File: config.mk
export PLATFORM = sky130hd
export DESIGN_NAME = srf_sequencer
export DESIGN_NICKNAME = d
export VERILOG_FILES = /design/src/rtl/srf_pkg.sv /design/src/rtl/srf_fsm.sv /design/src/rtl/srf_sfu_flag.sv /design/src/rtl/srf_wake.sv /design/src/rtl/srf_sequencer.sv
export SDC_FILE = /design/constraint.sdc
export NUM_CORES = 1
export LEC_CHECK = 0
export BUFFER_PORTS_ARGS = -buffer_cell sky130_fd_sc_hd__buf_2
export CAP_MARGIN = 20
export CELL_PAD_IN_SITES_DETAIL_PLACEMENT = 1
export CELL_PAD_IN_SITES_GLOBAL_PLACEMENT = 1
export CORE_ASPECT_RATIO = 1.25
export CORE_MARGIN = 5
export CORE_UTILIZATION = 28
export DETAILED_ROUTE_END_ITERATION = 7
export MAX_ROUTING_LAYER = met4
export PLACE_DENSITY_LB_ADDON = 0.1
export SLEW_MARGIN = 0
export SYNTH_ARGS = -nofsm -noshare
export SYNTH_HDL_FRONTEND = slang
export SYNTH_HIERARCHICAL = 1
export SYNTH_SLANG_ARGS = --single-unit
File: constraint.sdc
create_clock -name clk -period 6.5 [get_ports clk]
set_clock_uncertainty 0.15 [all_clocks]
set_input_delay 0.65 -clock clk [delete_from_list [all_inputs] [get_ports clk]]
set_output_delay 0.65 -clock clk [all_outputs]
set_load 0.005 [all_outputs]
File: src/rtl/srf_pkg.sv
package srf_pkg;

   localparam int ST_W = 3;

   typedef enum logic [ST_W-1:0] {
      ST_OFF    = 3'd0,
      ST_IDLE   = 3'd1,
      ST_ENTRY  = 3'd2,
      ST_SELF   = 3'd3,
      ST_SINGLE = 3'd4,
      ST_EXIT   = 3'd5
   } srf_state_e;

   function automatic logic is_active(input srf_state_e s);
      return (s == ST_SELF) || (s == ST_SINGLE);
   endfunction

   function automatic logic is_hw_wait(input srf_state_e s);
      return (s == ST_ENTRY) || (s == ST_SINGLE) || (s == ST_EXIT);
   endfunction

endpackage

File: src/rtl/srf_fsm.sv
module srf_fsm
   import srf_pkg::*;
(
   input  logic       clk,
   input  logic       rst_n,
   input  logic       arm_ok,
   input  logic       enable,
   input  logic       entry,
   input  logic       eof,
   input  logic       sfu_flag,
   input  logic       wake_done,
   output srf_state_e state_q,
   output srf_state_e state_d
);

   always_comb begin
      state_d = state_q;
      unique case (state_q)
         ST_OFF:    if (arm_ok) state_d = ST_IDLE;
         ST_IDLE: begin
            if (!enable)     state_d = ST_OFF;
            else if (entry)  state_d = ST_ENTRY;
         end
         ST_ENTRY:  if (eof) state_d = ST_SELF;
         ST_SELF: begin
            if (!enable)        state_d = ST_OFF;
            else if (!entry)    state_d = ST_EXIT;
            else if (sfu_flag)  state_d = ST_SINGLE;
         end
         ST_SINGLE: if (eof) state_d = ST_SELF;
         ST_EXIT:   if (eof && wake_done) state_d = ST_IDLE;
         default:   state_d = ST_OFF;
      endcase
   end

   always_ff @(posedge clk or negedge rst_n) begin
      if (!rst_n) state_q <= ST_OFF;
      else        state_q <= state_d;
   end

   a_r2_off_hold: assert property (@(posedge clk) disable iff (!rst_n)
      (state_q == ST_OFF && !enable) |=> state_q == ST_OFF);
   a_r3_entry_waits: assert property (@(posedge clk) disable iff (!rst_n)
      (state_q == ST_ENTRY && !eof) |=> state_q == ST_ENTRY);
   a_r4_direct_exit: assert property (@(posedge clk) disable iff (!rst_n)
      (state_q == ST_SELF && enable && !entry) |=> state_q == ST_EXIT);
   a_r5_no_early_return: assert property (@(posedge clk) disable iff (!rst_n)
      (state_q == ST_EXIT && !wake_done) |=> state_q == ST_EXIT);
   a_r9_fast_disable: assert property (@(posedge clk) disable iff (!rst_n)
      ((state_q == ST_IDLE || state_q == ST_SELF) && !enable) |=> state_q == ST_OFF);

endmodule

File: src/rtl/srf_sfu_flag.sv
module srf_sfu_flag
   import srf_pkg::*;
#(
   parameter bit SFU_EN = 1'b1
)(
   input  logic       clk,
   input  logic       rst_n,
   input  logic       sfu_set,
   input  srf_state_e state_q,
   input  srf_state_e state_d,
   output logic       flag_q
);

   generate
      if (SFU_EN) begin : g_flag
         logic landing;
         assign landing = is_active(state_d) && (state_d != state_q);

         always_ff @(posedge clk or negedge rst_n) begin
            if (!rst_n)                  flag_q <= 1'b0;
            else if (state_q == ST_OFF)  flag_q <= 1'b0;
            else if (sfu_set)            flag_q <= 1'b1;
            else if (landing)            flag_q <= 1'b0;
         end

         a_r6_self_clear: assert property (@(posedge clk) disable iff (!rst_n)
            (state_q == ST_SELF && state_d == ST_SINGLE && !sfu_set) |=> !flag_q);
         a_r6_off_clear: assert property (@(posedge clk) disable iff (!rst_n)
            (state_q == ST_OFF) |=> !flag_q);
      end else begin : g_none
         assign flag_q = 1'b0;
      end
   endgenerate

endmodule

File: src/rtl/srf_wake.sv
module srf_wake
   import srf_pkg::*;
(
   input  logic       clk,
   input  logic       rst_n,
   input  srf_state_e state_q,
   input  logic       wake_ack,
   output logic       req_o,
   output logic       done_q
);

   assign req_o = (state_q == ST_EXIT) && !done_q;

   always_ff @(posedge clk or negedge rst_n) begin
      if (!rst_n)                   done_q <= 1'b0;
      else if (state_q != ST_EXIT)  done_q <= 1'b0;
      else if (req_o && wake_ack)   done_q <= 1'b1;
   end

   a_r5_req_held: assert property (@(posedge clk) disable iff (!rst_n)
      (req_o && !wake_ack) |=> req_o);

endmodule

File: src/rtl/srf_sequencer.sv
module srf_sequencer
   import srf_pkg::*;
#(
   parameter int          MODE_W       = 2,
   parameter int          MODE_SWTIMER = 1,
   parameter bit          REQ_XMIT     = 1'b1,
   parameter bit          SFU_EN       = 1'b1,
   parameter int          WAKE_ADDR_W  = 20,
   parameter logic [31:0] WAKE_ADDR    = 32'h600,
   parameter logic [7:0]  WAKE_DATA    = 8'h01
)(
   input  logic                   clk,
   input  logic                   rst_n,
   input  logic                   ctl_enable,
   input  logic                   ctl_entry,
   input  logic [MODE_W-1:0]      ctl_mode,
   input  logic                   ctl_xmit_keep,
   input  logic                   sfu_set,
   input  logic                   eof_pulse,
   input  logic                   wake_ack,
   output logic [ST_W-1:0]        state_o,
   output logic                   in_trans_o,
   output logic                   sr_active_o,
   output logic                   sfu_pend_o,
   output logic                   wake_req_o,
   output logic [WAKE_ADDR_W-1:0] wake_addr_o,
   output logic [7:0]             wake_data_o
);

   localparam logic [MODE_W-1:0] ARM_CODE = MODE_W'(MODE_SWTIMER);

   generate
      if (MODE_W < 1 || MODE_SWTIMER < 0 || MODE_SWTIMER >= (1 << MODE_W)) begin : g_bad_mode
         $error("srf_sequencer: MODE_SWTIMER does not fit in MODE_W bits");
      end
      if (WAKE_ADDR_W < 1 || WAKE_ADDR_W > 32 ||
          (WAKE_ADDR_W < 32 && (WAKE_ADDR >> WAKE_ADDR_W) != 0)) begin : g_bad_addr
         $error("srf_sequencer: WAKE_ADDR does not fit in WAKE_ADDR_W bits");
      end
   endgenerate

   srf_state_e state_q, state_d;
   logic       arm_ok, flag_q, done_q;

   generate
      if (REQ_XMIT) begin : g_arm_xmit
         assign arm_ok = ctl_enable && (ctl_mode == ARM_CODE) && ctl_xmit_keep;
      end else begin : g_arm_plain
         logic unused_xmit;
         assign unused_xmit = ctl_xmit_keep;
         assign arm_ok = ctl_enable && (ctl_mode == ARM_CODE);
      end
   endgenerate

   srf_fsm u_fsm (
      .clk       (clk),
      .rst_n     (rst_n),
      .arm_ok    (arm_ok),
      .enable    (ctl_enable),
      .entry     (ctl_entry),
      .eof       (eof_pulse),
      .sfu_flag  (flag_q),
      .wake_done (done_q),
      .state_q   (state_q),
      .state_d   (state_d)
   );

   srf_sfu_flag #(.SFU_EN(SFU_EN)) u_sfu (
      .clk     (clk),
      .rst_n   (rst_n),
      .sfu_set (sfu_set),
      .state_q (state_q),
      .state_d (state_d),
      .flag_q  (flag_q)
   );

   srf_wake u_wake (
      .clk      (clk),
      .rst_n    (rst_n),
      .state_q  (state_q),
      .wake_ack (wake_ack),
      .req_o    (wake_req_o),
      .done_q   (done_q)
   );

   assign state_o     = state_q;
   assign in_trans_o  = is_hw_wait(state_q);
   assign sr_active_o = is_active(state_q);
   assign sfu_pend_o  = flag_q;
   assign wake_addr_o = WAKE_ADDR[WAKE_ADDR_W-1:0];
   assign wake_data_o = WAKE_DATA;

   a_r7_active_entered: assert property (@(posedge clk) disable iff (!rst_n)
      $rose(sr_active_o) |-> $past(state_q) == ST_ENTRY);
   a_r8_trans_rise: assert property (@(posedge clk) disable iff (!rst_n)
      $rose(in_trans_o) |-> ($past(state_q) == ST_IDLE || $past(state_q) == ST_SELF));

endmodule

After elaboration in Yosys (flattened, before gate mapping)

Cells that the tools add are included.

Register bits: 5
Input bits: 10
Output and inout bits: 35
Logic and storage cells: 42

Equality and inequality tests: 10
Muxes and demuxes: 14
Reduce and logical (&&, ||, !) cells: 15

Operators with widths:

| cell               | count |
|---|---|
| $mux 3             | 8 |
| $pmux 3 s5         | 1 |
| $eq 3x2->1 const B | 3 |
| $eq 3x3->1 const B | 3 |
| $logic_and 1x1->1  | 6 |
| $mux 1             | 5 |
| $logic_or 1x1->1   | 4 |
| $eq 3x1->1 const B | 1 |
| $logic_not 3->1    | 1 |
| $ne 3x3->1         | 1 |
| $ne 3x3->1 const B | 1 |
| $reduce_bool 3->1  | 1 |
| $eq 2x1->1 const B | 1 |
| $reduce_bool 2->1  | 1 |
| $reduce_or 2->1    | 1 |
| $logic_not 1->1    | 1 |

Depth between registers and ports, before layout

Gate-level depths: netlist of the first run.

Word-level depth: 11
Gate-level depth with buffers: 7
Gate-level depth less buffers: 7

Cells and area by module

The synthesis of the first run kept the hierarchy.

By module, submodules not included:

| module        | instances | cells an instance | area an instance (sq um) | seq. area each (sq um) |
|---|---|---|---|---|
| srf_sequencer | 1         | 35                | 255.2                    | 0.0 |
| srf_fsm       | 1         | 23                | 195.2                    | 75.1 |
| srf_sfu_flag  | 1         | 10                | 93.8                     | 25.0 |
| srf_wake      | 1         | 5                 | 58.8                     | 25.0 |

Least setup slack after synthesis of the first run

OpenSTA, ideal clock, no wires.

Path kind: input -> register
From: input ctl_mode[0]
To: register u_sfu.flag_q
Setup time: 127 ps
Arrival: 1935 ps
Data required time: 6223 ps
Slack: 4288 ps
Cell stages on the path: 7
Cells stage by stage: and4b_1 > nor3_1 > a221oi_1 > o21a_1 > or4b_1 > nand3_1 > a31oi_1

Word-level cells in the longest chain between the ends: 9
Elaborated cells between the ends (all ways): 11
Classes of those cells: 4 x eq/ne; 2 x mux; 5 x reduce/logical

Ends and longest elaborated chain:

| element                                         | RTL line            | RTL |
|---|---|---|
| start: declaration                              | srf_sequencer.sv:16 | `input logic [MODE_W-1:0] ctl_mode,` |
| $eq 2x1->1 *                                    | srf_sequencer.sv:47 | `assign arm_ok = ctl_enable && (ctl_mode == ARM_CODE) && ctl_xmit_keep;` |
| $logic_and 1x1->1 * (2 in a row)                | srf_sequencer.sv:47 |  |
| $mux 3 *                                        | srf_fsm.sv:19       | `ST_OFF: if (arm_ok) state_d = ST_IDLE;` |
| $pmux 3 s5 *                                    | srf_fsm.sv:18       | `unique case (state_q)` |
| net state_d[0]                                  | srf_sequencer.sv:42 | `srf_state_e state_q, state_d;` |
| $eq 3x2->1 / $eq 3x3->1 (equally long branches) | srf_pkg.sv:15       | `return (s == ST_SELF) \|\| (s == ST_SINGLE);` |
| $logic_or 1x1->1                                | srf_pkg.sv:15       |  |
| $logic_and 1x1->1 *                             | srf_sfu_flag.sv:17  | `assign landing = is_active(state_d) && (state_d != state_q);` |
| $reduce_bool 3->1 (no source line) *            | -                   |  |
| end signal: assignment                          | srf_sfu_flag.sv:20  | `if (!rst_n) flag_q <= 1'b0;` |
| end signal: assignment                          | srf_sfu_flag.sv:21  | `else if (state_q == ST_OFF) flag_q <= 1'b0;` |
| end signal: assignment                          | srf_sfu_flag.sv:22  | `else if (sfu_set) flag_q <= 1'b1;` |
| end: declaration                                | srf_sfu_flag.sv:11  | `output logic flag_q` |

The timed path passes the listed nets; every way through them passes the cells marked *.
A chain may end at the register's enable or synchronous reset.

Worst setup path after layout of the first run

From: register u_fsm.state_q[0]
To: register u_sfu.flag_q

Elaborated cells between the ends (all ways): 23
Classes of those cells: 8 x eq/ne; 10 x mux; 5 x reduce/logical

RTL lines:

| element                                         | RTL line            | RTL |
|---|---|---|
| start: declaration                              | srf_fsm.sv:12       | `output srf_state_e state_q,` |
| start signal: assignment                        | srf_fsm.sv:38       | `else state_q <= state_d;` |
| $eq 3x2->1 / $eq 3x3->1 (equally long branches) | srf_fsm.sv:18       |  |
| $reduce_or 2->1 (no source line)                | -                   |  |
| $pmux 3 s5 *                                    | srf_fsm.sv:18       |  |
| net state_d[2]                                  | srf_sequencer.sv:42 |  |
| $eq 3x2->1 / $eq 3x3->1 (equally long branches) | srf_pkg.sv:15       |  |
| $logic_or 1x1->1                                | srf_pkg.sv:15       |  |
| $logic_and 1x1->1 *                             | srf_sfu_flag.sv:17  |  |
| $reduce_bool 3->1 (no source line) *            | -                   |  |

Marked as above.

==> impl_metrics.json, run 1 <==
{
  "final_core_util_pct": 30.7,
  "vias": 487,
  "ant_nets": 0,
  "gr-usage-met3_pct": 2.63,
  "async_flop_share_pct": 100,
  "finalHoldViolations": 0,
  "port_buffers": 16,
  "seqPwrFrac_pct": 37.4,
  "synth-seq-cells": 5,
  "postCtsResizedCells": 0,
  "crit_path_end": "u_sfu/flag_q",
  "netlist.area_leader.share_pct": 34.9,
  "maxCapViolations": 0,
  "die_h_um": 61.9,
  "fin_nets": 102,
  "fin_tns_setup_ns": 0,
  "place_hpwl_um": 1100,
  "grt_max_degree": 16,
  "syn-cell-area_sq_um": 603,
  "cp_max_fo": 13,
  "wl_per_cell_um": 11.8,
  "cts_buffers": 3,
  "p_per_area_mw_per_mm2": 297,
  "drive_above_1_share_pct": 25.3,
  "synth_flop_cell": "dfrtp_1",
  "grt.overflow.total": 0,
  "die_w_um": 51.5,
  "power_switching_uw": 79.2,
  "syn2layout_area_growth_pct": 3.11,
  "fp-row-count": 18,
  "insertion_delay_ns": 0.23,
  "cts.sinks": 5,
  "core_sq_mm": 0.00203,
  "met2_usage_pct": 14.5,
  "wirelength_um": 1310,
  "first_pass_iters": 4,
  "critPathRequiredTime_ns": 6.46,
  "slew_viol_final": 0,
  "ir_drop_mv": 0.121,
  "stdcell_count": 111,
  "reg2reg_depth": 6,
  "die_area_sq_mm": 0.00319,
  "hold_path.class": "input pin to asynchronous set/reset pin",
  "final.min_clock_period_ns": 2.34,
  "cts_tree": "built",
  "gp_congestion": 0.748,
  "synth_top_area_cell": "buf_4",
  "synth_cells": 73,
  "yosysUniqueCellTypes": 28,
  "r2r-start": "u_fsm/state_q[0]",
  "finalPower_uw": 185,
  "numPlacedInstances": 107,
  "holdBufCountCts": 0,
  "r2r_end": "u_sfu/flag_q",
  "rrSetupSlack_ns": 4.16,
  "track_usage_pct": 8.25,
  "cts_root_buffer": "clkbuf_4",
  "synth_area_leaders": "buf_4 (35%), dfrtp_1 (21%), nor2_1 (3.7%)",
  "leakage_nw": 0.347,
  "synth_edf_count": 0,
  "internal_power_uw": 106,
  "ys.warnings.count": 6,
  "dr.first_iter.drc_count": 2,
  "switching_share_pct": 42.9,
  "rsz0062_at_grt": "false",
  "p_comb_share_pct": 44.0,
  "drt-vias-per-instance": 4.39,
  "grt_pass1_wl_um": 1860,
  "critPathLaunch": "u_fsm/state_q[0]",
  "grt_pass1_vias": 431,
  "syn_area_per_cell_sq_um": 8.26,
  "end_kind": "register",
  "gr-usage-met1_pct": 8.10,
  "setup_viol": 0,
  "crit_type": "register to register",
  "antenna_found_initial": 0,
  "arrival_ns": 2.30,
  "antenna_cells": 0,
  "boundaryPins": 45,
  "run_status": "completed",
  "clk_pin_slew_ns": 0.04,
  "crit_path_start_kind": "register",
  "finalCritPeriodShare_pct": 36.0,
  "hold_slack_ns": 0.0678,
  "clkPwrFrac_pct": 18.6,
  "fmax_mhz": 427,
  "start_util_pct": 29.8,
  "cts_max_level": 1,
  "grt_busiest_layer": "met2",
  "post_cts_buffers": 0,
  "remaining_drc_errors": 0,
  "ys_seq_area_share_pct": 20.7,
  "clock_path_buffers": 2
}
## per-layer routing
| layer | routed length, um | vias to the layer above |
|---|---|---|
| li1 | - | 232 |
| met1 | 510 | 228 |
| met2 | 665 | 27 |
| met3 | 139 | 0 |
| met4 | 0 | 0 |
| met5 | 0 | - |
## flip-flops by register name, indices dropped and copies added (netlist names)
name	flops
u_fsm/state_q	3
u_sfu/flag_q	1
u_wake/done_q	1
## worst min-delay path by stage
| stage | endpoint | depth (start not counted) |
|---|---|---|
| after CTS | u_wake/done_q | 1 |
| after global routing | u_wake/done_q | 1 |
| after global placement | u_wake/done_q | 1 |
| final | u_wake/done_q | 1 |
| after detailed placement | u_wake/done_q | 1 |
| after floorplan | u_fsm/state_q[0] | 0 |
## cell families (layout without fill, tap and decap cells)
kind of cell	Yosys count	count (layout)	synth area share [%]
compound gates	11	11	13.5
flops	5	5	20.7
simple gates	23	23	26.1
buf+inv	31	23	36.7
other cells	2	28	1.25
mux	1	1	1.66
## cell usage in the layout (no fill, tap or decap), drive strengths merged
| master | n |
|---|---|
| nand4 | 1 |
| nand3b | 2 |
| o21a | 2 |
| and4b | 1 |
| buf | 16 |
| inv | 3 |
| conb | 28 |
| or4b | 1 |
| clkbuf | 4 |
| nand3 | 2 |
| nand4bb | 1 |
| nand4b | 1 |
| o21ai | 2 |
| mux2i | 1 |
| nand2 | 1 |
| a311o | 1 |
| a21oi | 2 |
| dfrtp | 5 |
| nor2b | 2 |
| a31oi | 1 |
| o211ai | 1 |
| o32ai | 1 |
| nor3 | 1 |
| a221oi | 1 |
| nand2b | 3 |
| nor2 | 7 |
## synth_stat cells (2+ instances only)
library cell  instances
nor2_1                6
a21oi_1               2
dfrtp_1               5
buf_4                28
conb_1                2
inv_1                 3
nor2b_1               2
o21a_1                2
nand2b_1              3
nand3_1               2
## worst max-delay path, cell delays in order, from the launching register on
cell      delay, ns
dfrtp_1        0.64
inv_1          0.13
o21a_1         0.20
o32ai_1        0.38
or4b_1         0.52
o211ai_2       0.10
a31oi_1        0.10
## power by group through the flow
stage          clock network (mW)  registers [mW]  logic [mW]
5_1_grt                    0.0404          0.0739      0.0905
3_5_place_dp                    0          0.0705      0.0822
4_1_cts                    0.0359          0.0706      0.0825
3_3_place_gp                    0          0.0709      0.0816
2_1_floorplan                   0          0.0629      0.0666
6_report                   0.0343          0.0690      0.0813
## layout make-up
type,instances,area [sq um]
tap,20,25.0
fill,270,1410
inverter,3,11.3
timing repair buffer,16,80.1
multi-input combinational,63,354
sequential,5,125
clock buffer,4,26.3
## metrics by stage
step	worst slack [ns]	instance area, sq um
floorplan	4.29	701
global placement	4.06	596
detailed placement	4.06	596
CTS	4.12	622
global route	3.95	622
finish	4.16	622
Note: power is estimated with default switching activity, not from simulation.
==> run 2, diff against run 1 <==
--- a/config.mk
+++ b/config.mk
@@ -11,7 +11,7 @@
 export CELL_PAD_IN_SITES_GLOBAL_PLACEMENT = 1
 export CORE_ASPECT_RATIO = 1.25
 export CORE_MARGIN = 5
-export CORE_UTILIZATION = 28
+export CORE_UTILIZATION = 26
 export DETAILED_ROUTE_END_ITERATION = 7
 export MAX_ROUTING_LAYER = met4
 export PLACE_DENSITY_LB_ADDON = 0.1
==> constraint.sdc (replaced) <==
create_clock -name clk -period 2.35 [get_ports clk]
set_clock_uncertainty 0.15 [all_clocks]
set_input_delay 0.235 -clock clk [delete_from_list [all_inputs] [get_ports clk]]
set_output_delay 0.235 -clock clk [all_outputs]
set_load 0.005 [all_outputs]
==> run 2 against run 1 <==
Against the previous run:
- global-route usage increased by 0.96 points
- fmax increased by 11%
- setup slack got worse by 3.9 ns
- register-to-register slack got worse by 3.9 ns
- total power increased to 3.0 times the previous value
- wire length increased by 11%
- combinational power increased to 3.5 times the previous value
- sequential share of layout area decreased by 1.6 points
- clock power increased to 2.9 times the previous value
- critical path depth unchanged
- clock-buffer cell count unchanged
- sequential cell count unchanged
- critical path type unchanged
- largest cell class unchanged
- highest routed layer is now met4
==> impl_metrics.json, run 2 (synthesized netlist as in run 1, its figures left out) <==
{
  "antenna_found_initial": 0,
  "ir_drop_mv": 0.332,
  "end_kind": "register",
  "arrival_ns": 2.08,
  "fin_tns_setup_ns": 0,
  "crit_type": "register to register",
  "run_status": "completed",
  "gp_congestion": 0.754,
  "ant_nets": 0,
  "insertion_delay_ns": 0.24,
  "largest_reg_flops": 3,
  "slew_viol_final": 0,
  "syn2layout_area_growth_pct": 12.0,
  "critPathRequiredTime_ns": 2.32,
  "final.min_clock_period_ns": 2.11,
  "cts_root_buffer": "clkbuf_4",
  "finalWorstSetupSlack_ns": 0.239,
  "die_w_um": 53.1,
  "grt.overflow.total": 0,
  "mostFrequentLayoutCell": "conb_1",
  "die_h_um": 63.8,
  "boundaryPins": 45,
  "clk_pin_slew_ns": 0.05,
  "cp_max_fo": 9,
  "finalPower_uw": 552,
  "pre_cts_slack_ns": 0.226,
  "wirelength_um": 1460,
  "vias": 490,
  "hold_path.class": "input pin to register",
  "cts.sinks": 5,
  "leakage_nw": 0.373,
  "crit_path_start_kind": "register",
  "port_buffers": 16,
  "maxCapViolations": 0,
  "place_hpwl_um": 1220,
  "stdcell_count": 127,
  "track_usage_pct": 9.21,
  "finalHoldViolations": 0,
  "fin_nets": 107,
  "largest-register": "u_fsm/state_q",
  "fp-row-count": 19,
  "cts_max_level": 1,
  "core_sq_mm": 0.00221,
  "drt-vias-per-instance": 3.86,
  "postCtsResizedCells": 0,
  "top_layer": "met4",
  "met2_length_um": 691,
  "die_area_sq_mm": 0.00339,
  "drive_above_1_share_pct": 28.1,
  "setup_viol": 0,
  "rsz0062_at_grt": "false",
  "fmax_mhz": 474,
  "cts_tree": "built",
  "grt_pass1_wl_um": 2230,
  "grt_pass1_vias": 472,
  "most-common-layout-cells": "conb_1 (28), buf_2 (16), nor2_1 (6), dfrtp_1 (5), buf_4 (4)",
  "wl_per_cell_um": 11.5,
  "finalCritPeriodShare_pct": 89.8,
  "met3_length_um": 136,
  "routedLengthMet1_um": 599,
  "reg.largest.list": "u_fsm/state_q: 3 flops, u_sfu/flag_q: 1 flops, u_wake/done_q: 1 flops",
  "clock_path_buffers": 2,
  "dr.first_iter.drc_count": 5,
  "grt_max_degree": 12,
  "p_per_area_mw_per_mm2": 816,
  "start_util_pct": 27.3,
  "antenna_cells": 0,
  "numPlacedInstances": 122,
  "cts_buffers": 3,
  "remaining_drc_errors": 0,
  "first_pass_iters": 3
}
[run 2: area by class of cell]
cell class	count	area (sq um)
sequential	5	125
multi-input combinational	63	354
fill	286	1540
tap	31	38.8
clock buffer	4	26.3
timing repair buffer	21	120
inverter	3	11.3
[run 2: metrics by stage]
stage / hold WS [ns] / utilization (%) / instance area, sq um
6_report: 0.0696 / 30.6 / 676
5_1_grt: 0.0855 / 30.6 / 676
4_1_cts: 0.0650 / 30.6 / 676
2_1_floorplan: -0.211 / - / 701
3_3_place_gp: -0.0909 / 28.9 / 639
3_5_place_dp: -0.0902 / 28.9 / 639
[run 2: report_power, final]
part           total, mW  internal, mW  leakage (nW)  switching [mW]
clock              0.100        0.0642        0.0150          0.0362
combinational      0.284         0.141         0.292           0.142
sequential         0.167         0.112        0.0660          0.0553
total              0.552         0.318         0.373           0.234
[run 2: repair_timing]
action                    CTS  global route
hold endpoints to repair    5             0
setup buffers               0             0
hold buffers                1             0
[run 2: per-layer routing]
layer	GRT usage, %	up-vias
met3	1.86	2
li1	-	240
met2	12.4	24
met5	-	-
met1	11.4	224
met4	7.67	0
[run 2: worst max-delay path, cell delays in order (launching register included)]
cell      delay [ns]
dfrtp_1         0.49
nand4b_1        0.18
a21oi_1         0.07
a311o_1         0.38
or4b_1          0.52
o211ai_2        0.10
a31oi_1         0.10
[run 2: path summary, 6_finish.rpt]
| kind | slack, ns | endpoint | cells past startpoint | from |
|---|---|---|---|---|
| setup / recovery | 0.24 | u_sfu/flag_q | 6 | u_fsm/state_q[2] |
| hold / removal | 0.07 | u_wake/done_q | 3 | wake_ack |
| setup reg to reg | 0.24 | u_sfu/flag_q | 6 | u_fsm/state_q[2] |
| hold reg to reg | 0.39 | u_wake/done_q | 2 | u_wake/done_q |
| max in group asynchronous | 1.73 | u_fsm/state_q[2] | 2 | rst_n |
| min in group asynchronous | 0.18 | u_fsm/state_q[0] | 2 | rst_n |
==> run 3, diff against run 2 <==
--- a/config.mk
+++ b/config.mk
@@ -5,13 +5,15 @@
 export SDC_FILE = /design/constraint.sdc
 export NUM_CORES = 1
 export LEC_CHECK = 0
+export ABC_AREA = 1
 export BUFFER_PORTS_ARGS = -buffer_cell sky130_fd_sc_hd__buf_2
 export CAP_MARGIN = 20
 export CELL_PAD_IN_SITES_DETAIL_PLACEMENT = 1
 export CELL_PAD_IN_SITES_GLOBAL_PLACEMENT = 1
 export CORE_ASPECT_RATIO = 1.25
 export CORE_MARGIN = 5
-export CORE_UTILIZATION = 26
+export CORE_UTILIZATION = 25
+export CTS_BUF_LIST = sky130_fd_sc_hd__clkbuf_4 sky130_fd_sc_hd__clkbuf_8 sky130_fd_sc_hd__clkbuf_16
 export DETAILED_ROUTE_END_ITERATION = 7
 export MAX_ROUTING_LAYER = met4
 export PLACE_DENSITY_LB_ADDON = 0.1
==> run 3 against run 2 <==
Against the previous run:
- cell area rose by 2.8%
- sequential cell count did not move
- hold slack improved by 0.010 ns
- highest routed layer is now met3
- synthesized cell count up 44%
- total power rose by 3.8%
- global-route usage fell by 0.66 points
- first-iteration DRC count grew to 3.0 times the previous value
==> impl_metrics.json, run 3 <==
{
  "run_status": "completed",
  "wirelength_um": 1450,
  "synth_cells": 105,
  "cp_max_fo": 15,
  "n_fill_cell": 359,
  "hold_start": "wake_ack",
  "fmax_mhz": 568,
  "grt_pass1_wl_um": 2400,
  "setup_viol": 0,
  "reg.largest.list": "u_fsm/state_q: 3 flops, u_sfu/flag_q: 1 flops, u_wake/done_q: 1 flops",
  "fin_nets": 135,
  "hold_path_end": "u_wake/done_q",
  "drt-vias-per-instance": 3.73,
  "insertion_delay_ns": 0.24,
  "async_flop_share_pct": 100,
  "numPlacedInstances": 152,
  "cts_tree": "built",
  "maxCapViolations": 0,
  "start_util_pct": 26.3,
  "postCtsResizedCells": 0,
  "r2r-start": "u_fsm/state_q[1]",
  "finalPower_uw": 572,
  "grt.overflow.total": 0,
  "mostFrequentLayoutCell": "conb_1",
  "synth_area_leaders": "buf_4 (33%), dfrtp_1 (19%), nand2_1 (14%)",
  "port_buffers": 16,
  "final.min_clock_period_ns": 1.76,
  "end_kind": "register",
  "arrival_ns": 1.73,
  "boundaryPins": 45,
  "first_pass_iters": 4,
  "hold_path_depth": 3,
  "rrSetupSlack_ns": 0.59,
  "place_hpwl_um": 1230,
  "dr.first_iter.drc_count": 15,
  "remaining_drc_errors": 0,
  "r2r_end": "u_sfu/flag_q",
  "finalCritPeriodShare_pct": 74.9,
  "die_h_um": 66.8,
  "track_usage_pct": 8.55,
  "drive_above_1_share_pct": 20.2,
  "hold_path.class": "input pin to register",
  "final_core_util_pct": 28.3,
  "die_w_um": 55.5,
  "largest-register": "u_fsm/state_q",
  "rsz0062_at_grt": "false",
  "cts_max_level": 1,
  "dpl-instance-area_sq_um": 654,
  "hold_slack_ns": 0.0797,
  "finalWorstSetupSlack_ns": 0.590,
  "syn2layout_area_growth_pct": 7.56,
  "grt_max_degree": 16,
  "syn_area_per_cell_sq_um": 6.15,
  "yosysMostFrequentCell": "buf_4",
  "vias": 586,
  "ant_nets": 0,
  "gp_congestion": 0.762,
  "antenna_cells": 0,
  "crit_type": "register to register",
  "largest_reg_flops": 3,
  "holdBufCountCts": 1,
  "ys_seq_area_share_pct": 19.4,
  "core_sq_mm": 0.00245,
  "post_cts_buffers": 0,
  "ys.warnings.count": 6,
  "synth_top_area_cell": "buf_4",
  "pre_cts_slack_ns": 0.564,
  "leakage_nw": 0.423,
  "synth_edf_count": 0,
  "reg2reg_depth": 11,
  "p_per_area_mw_per_mm2": 824,
  "antenna_found_initial": 0,
  "stdcell_count": 157,
  "critPathLaunch": "u_fsm/state_q[1]",
  "synth-seq-cells": 5,
  "ir_drop_mv": 0.199,
  "clk_pin_slew_ns": 0.04,
  "grt_pass1_vias": 572,
  "cts.sinks": 5,
  "cts_buffers": 3,
  "finalInstanceArea_sq_um": 694,
  "most-common-layout-cells": "conb_1 (28), nand2_1 (24), inv_1 (17), buf_2 (16), nor2_1 (11)",
  "wl_per_cell_um": 9.22,
  "fin_tns_setup_ns": 0,
  "slew_viol_final": 0,
  "critPathRequiredTime_ns": 2.32,
  "yosysUniqueCellTypes": 16,
  "finalHoldViolations": 0,
  "synthTopCellsByCount": "buf_4 (28), nand2_1 (24), inv_1 (17), nor2_1 (11), nand3_1 (7)",
  "crit_path_start_kind": "register",
  "syn-cell-area_sq_um": 646,
  "netlist.area_leader.share_pct": 32.6,
  "die_area_sq_mm": 0.00371,
  "fp-row-count": 20,
  "clock_path_buffers": 2,
  "synth_flop_cell": "dfrtp_1",
  "cts_root_buffer": "clkbuf_4"
}
## run 3: cell types whose count changed after synthesis, sizes merged, moves of 2 or more
cell	change
nand3b	-2
nand2	+23
nand3	+7
inv	+15
o21a	-2
nor2	+5
nor2b	-2
nand2b	-3
## run 3: area by class of cell
class | count | area, sq um | area share [%]
Multi-Input combinational cell | 80 | 340 | 49.0
Sequential cell | 5 | 125 | 18.0
Timing Repair Buffer | 17 | 90.1 | 13.0
Inverter | 18 | 67.6 | 9.73
Tap cell | 33 | 41.3 | 5.95
Clock buffer | 4 | 30.0 | 4.32
## run 3: how the worst max path moves through the flow
stage,end,slack (ns)
global placement,u_sfu/flag_q,0.58
finish,u_sfu/flag_q,0.59
global route,u_sfu/flag_q,0.35
detailed placement,u_sfu/flag_q,0.56
CTS,u_sfu/flag_q,0.55
floorplan,u_sfu/flag_q,0.84
## run 3: routing by layer
metal,GRT usage (%),wire length (um),vias to the layer above
met5,-,0,-
met2,14.9,734,28
li1,-,-,294
met3,2.13,134,0
met4,5.47,0,0
met1,8.55,579,264
## run 3: cell families (layout without fill, tap and decap cells)
group / count (synthesis) / after routing / share of synthesized area [%]
AOI/OAI and AO/OA: 4 / 4 / 4.07
DFF: 5 / 5 / 19.4
and+or+nand+nor: 48 / 48 / 32.4
other: 2 / 28 / 1.16
buffers and inverters: 46 / 39 / 43.0
## run 3: power breakdown
group / switching, mW / total, mW / internal, mW
Sequential: 0.0804 / 0.193 / 0.113
Clock: 0.0342 / 0.110 / 0.0756
Combinational: 0.159 / 0.270 / 0.111
Total: 0.273 / 0.572 / 0.299
## run 3: critical path, stage by stage, from the launching register on
cell and delay, ns:
dfrtp_1 0.63, inv_1 0.15, nand2_1 0.09, nand3_1 0.06
nand2_1 0.07, nand2_1 0.05, nand2_1 0.09, nand2_1 0.06
nor2_1 0.10, nand2_1 0.07, nand3_2 0.08, a21oi_2 0.05
